<file path="config.mk">
export PLATFORM = sky130hd
export DESIGN_NAME = flashCardTop
export DESIGN_NICKNAME = d
export VERILOG_FILES = /design/src/rtl/flashCardPkg.sv /design/src/rtl/flashCardCtrl.sv /design/src/rtl/flashCardData.sv /design/src/rtl/flashCardReady.sv /design/src/rtl/flashCardTop.sv
export SDC_FILE = /design/constraint.sdc
export NUM_CORES = 1
export LEC_CHECK = 0
export BUFFER_PORTS_ARGS = -buffer_cell sky130_fd_sc_hd__buf_2
export CAP_MARGIN = 0
export CORE_AREA = 2 2 91 93
export DETAILED_ROUTE_END_ITERATION = 7
export DIE_AREA = 0 0 93 95
export PLACE_DENSITY = 0.56
export REMOVE_ABC_BUFFERS = 1
export SLEW_MARGIN = 0
export SYNTH_ARGS = -nofsm -noshare
export SYNTH_HDL_FRONTEND = slang
export SYNTH_SLANG_ARGS = --single-unit
</file>
<file path="constraint.sdc">
create_clock -name clk -period 3 [get_ports clk]
set_clock_uncertainty 0.1 [all_clocks]
set_input_delay 0.15 -clock clk [delete_from_list [all_inputs] [get_ports clk]]
set_output_delay 0.15 -clock clk [all_outputs]
set_load 0.05 [all_outputs]
</file>
<file path="src/rtl/flashCardPkg.sv">
package flashCardPkg;

  // Strobes handed from the decode to the lane datapath.
  typedef struct packed {
    logic rdPhase;   // read strobe window (OE# low, WE# high)
    logic wrPhase;   // write strobe window (WE# low)
    logic evenSel;   // even byte takes part
    logic oddSel;    // odd byte takes part
    logic oddToLow;  // odd byte steered onto the low lane
    logic flashHit;  // fitted flash pair addressed
    logic attrHit;   // attribute plane addressed (even byte)
  } laneStrobe_t;

endpackage

</file>
<file path="src/rtl/flashCardCtrl.sv">
module flashCardCtrl
  import flashCardPkg::*;
#(
  parameter int PAIR_COUNT = 10,
  parameter int DEV_AW     = 21,
  parameter int PAIR_AW    = 4,
  parameter int ATTR_AW    = 10,
  parameter bit HAS_WP     = 1'b1,
  localparam int DEV_COUNT = 2 * PAIR_COUNT,
  localparam int HOST_AW   = DEV_AW + PAIR_AW + 1
) (
  input  logic                 clk,
  input  logic                 cardRst,
  input  logic [HOST_AW-1:0]   hostAddr,
  input  logic                 ce1N,
  input  logic                 ce2N,
  input  logic                 oeN,
  input  logic                 weN,
  input  logic                 regN,
  input  logic                 wpSwitch,
  output laneStrobe_t          strb,
  output logic [DEV_AW-1:0]    devAddr,
  output logic [DEV_COUNT-1:0] devCsN,
  output logic [DEV_COUNT-1:0] devOeN,
  output logic [DEV_COUNT-1:0] devWeN,
  output logic [ATTR_AW-1:0]   attrAddr,
  output logic                 attrCsN,
  output logic                 attrOeN,
  output logic                 attrWeN
);

  localparam logic [PAIR_AW:0] FIT_LIMIT = (PAIR_AW + 1)'(PAIR_COUNT);

  logic [PAIR_AW-1:0] pairIdx;
  logic a0, active, wordAcc, lowOnly, highOnly, pairFitted, wpEff;

  assign pairIdx    = hostAddr[HOST_AW-1 -: PAIR_AW];
  assign a0         = hostAddr[0];
  assign devAddr    = hostAddr[DEV_AW:1];
  assign attrAddr   = hostAddr[ATTR_AW:1];
  assign pairFitted = {1'b0, pairIdx} < FIT_LIMIT;
  assign wpEff      = wpSwitch & HAS_WP;

  always_comb begin
    active   = !cardRst && !(ce1N && ce2N);
    wordAcc  = !ce1N && !ce2N;
    lowOnly  = !ce1N && ce2N;
    highOnly = ce1N && !ce2N;
    strb.evenSel  = active && (wordAcc || (lowOnly && !a0));
    strb.oddSel   = active && (wordAcc || highOnly || (lowOnly && a0));
    strb.oddToLow = active && lowOnly && a0;
    strb.rdPhase  = active && !oeN && weN;
    strb.wrPhase  = active && !weN;
    strb.flashHit = active && regN && pairFitted;
    strb.attrHit  = active && !regN && strb.evenSel;
  end

  generate
    for (genvar p = 0; p < PAIR_COUNT; p++) begin : g_pair
      logic pairHit, evenCs, oddCs;
      assign pairHit = strb.flashHit && (pairIdx == PAIR_AW'(p));
      assign evenCs  = pairHit && strb.evenSel;
      assign oddCs   = pairHit && strb.oddSel;
      assign devCsN[2*p]   = !evenCs;
      assign devCsN[2*p+1] = !oddCs;
      assign devOeN[2*p]   = !(evenCs && strb.rdPhase);
      assign devOeN[2*p+1] = !(oddCs && strb.rdPhase);
      assign devWeN[2*p]   = !(evenCs && strb.wrPhase && !wpEff);
      assign devWeN[2*p+1] = !(oddCs && strb.wrPhase && !wpEff);
    end
  endgenerate

  assign attrCsN = !strb.attrHit;
  assign attrOeN = !(strb.attrHit && strb.rdPhase);
  assign attrWeN = !(strb.attrHit && strb.wrPhase);


  wp_lockout_chk: assert property (@(posedge clk) disable iff (cardRst)
    (wpSwitch && HAS_WP) |-> (&devWeN));


  strobe_excl_chk: assert property (@(posedge clk) disable iff (cardRst)
    ((~devOeN) & (~devWeN)) == '0);


  pair_width_chk: assert property (@(posedge clk) disable iff (cardRst)
    $countones(~devCsN) <= 2);


  attr_isolate_chk: assert property (@(posedge clk) disable iff (cardRst)
    !attrCsN |-> (&devCsN));


  always_ff @(posedge clk) begin
    if (cardRst) begin
      rst_deselect_chk: assert ((&devCsN) && (&devWeN) && attrCsN && attrWeN);
    end
  end

endmodule

</file>
<file path="src/rtl/flashCardData.sv">
module flashCardData
  import flashCardPkg::*;
(
  input  logic        clk,
  input  logic        cardRst,
  input  laneStrobe_t strb,
  input  logic [15:0] hostDataIn,
  input  logic [7:0]  flashEvenRd,
  input  logic [7:0]  flashOddRd,
  input  logic [7:0]  attrRd,
  output logic [15:0] hostDataOut,
  output logic        hostDriveLow,
  output logic        hostDriveHigh,
  output logic [7:0]  flashEvenWr,
  output logic [7:0]  flashOddWr,
  output logic [7:0]  attrWr
);

  always_comb begin
    hostDriveLow  = strb.rdPhase &&
                    (strb.attrHit || (strb.flashHit && (strb.evenSel || strb.oddToLow)));
    hostDriveHigh = strb.rdPhase && strb.flashHit && strb.oddSel && !strb.oddToLow;

    hostDataOut = '0;
    if (hostDriveLow) begin
      if (strb.attrHit)       hostDataOut[7:0] = attrRd;
      else if (strb.oddToLow) hostDataOut[7:0] = flashOddRd;
      else                    hostDataOut[7:0] = flashEvenRd;
    end
    if (hostDriveHigh) hostDataOut[15:8] = flashOddRd;
  end

  assign flashEvenWr = hostDataIn[7:0];
  assign flashOddWr  = strb.oddToLow ? hostDataIn[7:0] : hostDataIn[15:8];
  assign attrWr      = hostDataIn[7:0];


  no_drive_on_write_chk: assert property (@(posedge clk) disable iff (cardRst)
    strb.wrPhase |-> !(hostDriveLow || hostDriveHigh));


  attr_low_lane_chk: assert property (@(posedge clk) disable iff (cardRst)
    strb.attrHit |-> !hostDriveHigh);

endmodule

</file>
<file path="src/rtl/flashCardReady.sv">
module flashCardReady #(
  parameter int DEV_COUNT   = 20,
  parameter int SYNC_STAGES = 2
) (
  input  logic                 clk,
  input  logic                 cardRst,
  input  logic [DEV_COUNT-1:0] devReady,
  output logic                 cardReady
);

  logic readyAll;
  logic [SYNC_STAGES-1:0] syncQ;

  assign readyAll = &devReady;

  always_ff @(posedge clk or posedge cardRst) begin
    if (cardRst) syncQ <= '0;
    else         syncQ <= {syncQ[SYNC_STAGES-2:0], readyAll};
  end

  assign cardReady = syncQ[SYNC_STAGES-1];

  generate
    if (SYNC_STAGES == 2) begin : g_lat_chk

      ready_origin_chk: assert property (@(posedge clk) disable iff (cardRst)
        cardReady |-> $past(readyAll, 2));
    end
  endgenerate

endmodule

</file>
<file path="src/rtl/flashCardTop.sv">
module flashCardTop
  import flashCardPkg::*;
#(
  parameter int PAIR_COUNT  = 10,
  parameter int DEV_AW      = 21,
  parameter int PAIR_AW     = 4,
  parameter int ATTR_AW     = 10,
  parameter bit HAS_WP      = 1'b1,
  parameter int SYNC_STAGES = 2,
  localparam int DEV_COUNT  = 2 * PAIR_COUNT,
  localparam int HOST_AW    = DEV_AW + PAIR_AW + 1
) (
  input  logic                 clk,
  input  logic                 cardRst,
  input  logic [HOST_AW-1:0]   hostAddr,
  input  logic                 ce1N,
  input  logic                 ce2N,
  input  logic                 oeN,
  input  logic                 weN,
  input  logic                 regN,
  input  logic                 wpSwitch,
  input  logic [15:0]          hostDataIn,
  output logic [15:0]          hostDataOut,
  output logic                 hostDriveLow,
  output logic                 hostDriveHigh,
  output logic                 waitN,
  output logic                 bvd1,
  output logic                 bvd2,
  output logic                 cardReady,
  output logic [DEV_AW-1:0]    devAddr,
  output logic [DEV_COUNT-1:0] devCsN,
  output logic [DEV_COUNT-1:0] devOeN,
  output logic [DEV_COUNT-1:0] devWeN,
  input  logic [DEV_COUNT-1:0] devReady,
  input  logic [7:0]           flashEvenRd,
  input  logic [7:0]           flashOddRd,
  output logic [7:0]           flashEvenWr,
  output logic [7:0]           flashOddWr,
  output logic [ATTR_AW-1:0]   attrAddr,
  output logic                 attrCsN,
  output logic                 attrOeN,
  output logic                 attrWeN,
  input  logic [7:0]           attrRd,
  output logic [7:0]           attrWr
);

  laneStrobe_t strb;

  assign waitN = 1'b1;
  assign bvd1  = 1'b1;
  assign bvd2  = 1'b1;

  flashCardCtrl #(
    .PAIR_COUNT(PAIR_COUNT), .DEV_AW(DEV_AW), .PAIR_AW(PAIR_AW),
    .ATTR_AW(ATTR_AW), .HAS_WP(HAS_WP)
  ) ctrl_i (
    .clk(clk), .cardRst(cardRst), .hostAddr(hostAddr),
    .ce1N(ce1N), .ce2N(ce2N), .oeN(oeN), .weN(weN), .regN(regN),
    .wpSwitch(wpSwitch), .strb(strb), .devAddr(devAddr),
    .devCsN(devCsN), .devOeN(devOeN), .devWeN(devWeN),
    .attrAddr(attrAddr), .attrCsN(attrCsN), .attrOeN(attrOeN), .attrWeN(attrWeN)
  );

  flashCardData data_i (
    .clk(clk), .cardRst(cardRst), .strb(strb), .hostDataIn(hostDataIn),
    .flashEvenRd(flashEvenRd), .flashOddRd(flashOddRd), .attrRd(attrRd),
    .hostDataOut(hostDataOut), .hostDriveLow(hostDriveLow),
    .hostDriveHigh(hostDriveHigh), .flashEvenWr(flashEvenWr),
    .flashOddWr(flashOddWr), .attrWr(attrWr)
  );

  flashCardReady #(
    .DEV_COUNT(DEV_COUNT), .SYNC_STAGES(SYNC_STAGES)
  ) ready_i (
    .clk(clk), .cardRst(cardRst), .devReady(devReady), .cardReady(cardReady)
  );

endmodule

</file>
==> summary.md <==
| Metric | Value |
|---|---|
| Largest family of logic cells by synthesized area | simple AND/OR/NAND/NOR gates |
| Least-Margin Pin Slew | 0.883 ns |
| Async set-reset flop share out of synthesis | 1.00 |
| Leakage power | 0.000968 µW |
| Setup violators final | 0 |
| Distinct cell type count after synthesis | 37 |
| XOR/XNOR share of the synthesized area | 0 |
| Largest net degree at the start of global routing | 18 |
| WHS Endpoint | ready_i.syncQ[0]$_DFF_PP0_ |
| Final Cycle Share | 0.874 |
| Register with the most flip-flops | ready_i.syncQ |
| Inserted Diodes | 0 |
| R2R setup slack | 2.43 ns |
| Cell area after synthesis | 1570 µm² |
| Die Area | 8840 µm² |
| DR iter-0 viols | 101 |
| GPL Wtd Cong | 0.737 |
| Initial antenna violation count | 0 |
| Final hold vios | 0 |
| Ys flop type | dfrtp_1 |
| Htree depth | 1 |
| Synth Area in Compound Gates | 0.164 |
| Nets | 466 |
| Hold WS | 0.0752 ns |
| Final WS setup | 0.379 ns |
| Syn Inst Count | 247 |
| Total wire length | 7400 µm |
| Vias per Instance | 4.71 |
| Core Rows | 33 |
| WS Path Type | in2out |
| Worst path cell trace | dlygate4sd3_1 > buf_2 > a2111oi_4 > nand2_1 > a221oi_1 > buf_2 |
| Layout cell share with drive strength beyond 1 | 0.543 |
| Crit start category | input port |
| CTS clock-pin slew for the worst setup and hold paths | 0.03 ns |
| Grt ovf | 0 |
| Clock tree buffer depth | 2 |
| Synth warn | 0 |
| Worst reg-to-reg path cell count | 0 |
| Seq/Total Area, Yosys | 0.0320 |
| Die Y | 95 µm |
| Unrepaired setup endpoints after global routing | false |
| Drc violations | 0 |
| Most frequent cells in the layout | 178 x buf_2, 52 x nand2_1, 32 x nand3_1 |
| Adder-Cell Fraction of Synth Area | 0 |
| Layout area overhead | 43.1% |
| Worst vdd ir | 0.209 mV |
| Pre-antenna DRT Iters | 4 |
| DRT antenna net count | 0 |
| Slew Viols, Final | 0 |
| Fmax achieved | 382 MHz |
| Dpl ws | 0.850 ns |
| Core Region | 7930 µm² |
| Max cap viols | 0 |
| Detail Placement HPWL | 6120 µm |
| IO Count | 234 |
| Slowest-stage cell, CP | a2111oi_4 |
| Number of flip-flops under the largest register name | 2 |
| Run status | finished, final reports clean |
| RR Startpoint | ready_i.syncQ[0]$_DFF_PP0_ |
| Final min period | 2.62 ns |
| Pwr/cell area | 177 nW/µm² |
| Hold Crit Depth | 3 |
| Mapped Avg Cell Area | 6.34 µm² |
| Worst path top cell family by delay | buffers and inverters |
| Crit path launch | cardRst |
| Most used cell, CP | buf_2 |
| WP data arrival | 2.37 ns |
| Number of synthesized flops with an enable pin | 0 |
| CTS tree | built |
| CP required | 2.75 ns |
| Largest regs | ready_i.syncQ (2) |
| Slowest Stage Delay on Critical Path | 0.76 ns |
| Hold Crit Class | in2reg |
| Clock Latency Late Sink | 0.21 ns |
| Register bit count reported by yosys | 2 |
| CP Capture Type | output pin |
| R2R Path End | ready_i.syncQ[1]$_DFF_PP0_ |
| Post-Route Setup TNS | 0 ns |
| Initial core utilization | 0.197 |
| Post-CTS setup buffers | 0 |
| Vias in the first global route | 1,825 |
| Most common cell after layout, fill and taps aside | buf_2 |
| WL per Instance | 15.6 µm |
| Via count | 2,236 |
| IO buf count | 178 |
| Global-route wire length before repair | 10,200 µm |
| Post-synthesis mux area share | 0 |
| CTS root buffer | clkbuf_8 |
| Hold path start | devReady[2] |
| GRT Overall Usage | 0.150 |
| Simple-gate portion of the synthesized area | 0.480 |
| Total CTS buffers | 3 |
| CTS sink count | 2 |
| Die width | 93 µm |
| Worst-path maximum fanout | 14 |
| CP Buf/Inv Count | 3 |
| Worst slew margin | 0.408 |
## routing by layer
layer	global-route usage	part of all wire	wire length, µm
met2	0.226	0.44	3230
met5	0.0655	0.0084	62
met3	0.0862	0.14	1070
met4	0.0221	0.0050	37
met1	0.186	0.41	3000
## what timing repair did
item                      CTS  global route
gates resized for setup     0             0
hold buffers                1             0
hold endpoints to repair    2             0
## tightest hold or removal path, cell delays in order
cell and delay (ns):
buf_2 0.09, nand4_1 0.06, nor3_1 0.04
## stage by stage
step	power (µW)	std cells	utilization	area, µm²
floorplan	135	182	-	1110
global placement	285	471	0.276	2190
CTS	400	475	0.283	2240
detailed placement	287	471	0.276	2190
finish	396	475	0.283	2240
global route	423	475	0.283	2240
## worst max-delay path by stage
| stage | end | slack, ns | cells after the start |
|---|---|---|---|
| after floorplan | hostDriveLow | 0.60 | 3 |
| final | hostDataOut[2] | 0.38 | 6 |
| after CTS | hostDataOut[1] | 0.33 | 6 |
| after detailed placement | hostDataOut[1] | 0.85 | 5 |
| after global routing | hostDataOut[2] | 0.21 | 6 |
| after global placement | hostDataOut[1] | 0.85 | 5 |
## final cells by class
class | instances | area (µm²)
timing repair buffer | 185 | 946
clock buffer | 3 | 41.3
multi-input combinational | 168 | 1030
inverter | 12 | 45.0
sequential | 2 | 50.0
tap | 105 | 131
fill | 948 | 5690
## cells in the mapped netlist, types with 2 or more instances
master / number / area, µm²
nand2b_1: 4 / 25.0
or3_1: 2 / 12.5
nand4_1: 15 / 93.8
inv_1: 11 / 41.3
nor3_2: 2 / 20.0
a2111oi_2: 2 / 30.0
nor4_2: 4 / 50.1
buf_4: 51 / 383
dfrtp_1: 2 / 50.1
a211oi_1: 3 / 22.5
nor2b_1: 2 / 12.5
a221oi_1: 8 / 70.1
nand2_1: 52 / 195
buf_2: 11 / 55.1
o211ai_1: 8 / 60.1
nand3_1: 32 / 160
a211o_1: 2 / 17.5
and4_1: 2 / 17.5
and2_1: 9 / 56.3
nor2_1: 4 / 15.0
nor3_1: 2 / 10.0
clkbuf_1: 4 / 15.0
## power by group
| group | internal, µW | switching [µW] |
|---|---|---|
| logic | 74.2 | 186 |
| registers | 27.2 | 0.0000142 |
| clock network | 85.0 | 23.2 |
## cell families after synthesis
family | count (synthesis)
buffers and inverters | 79
and+or+nand+nor | 137
DFF | 2
other | 1
AOI/OAI and AO/OA | 28
(Power assumes the default switching activity.)
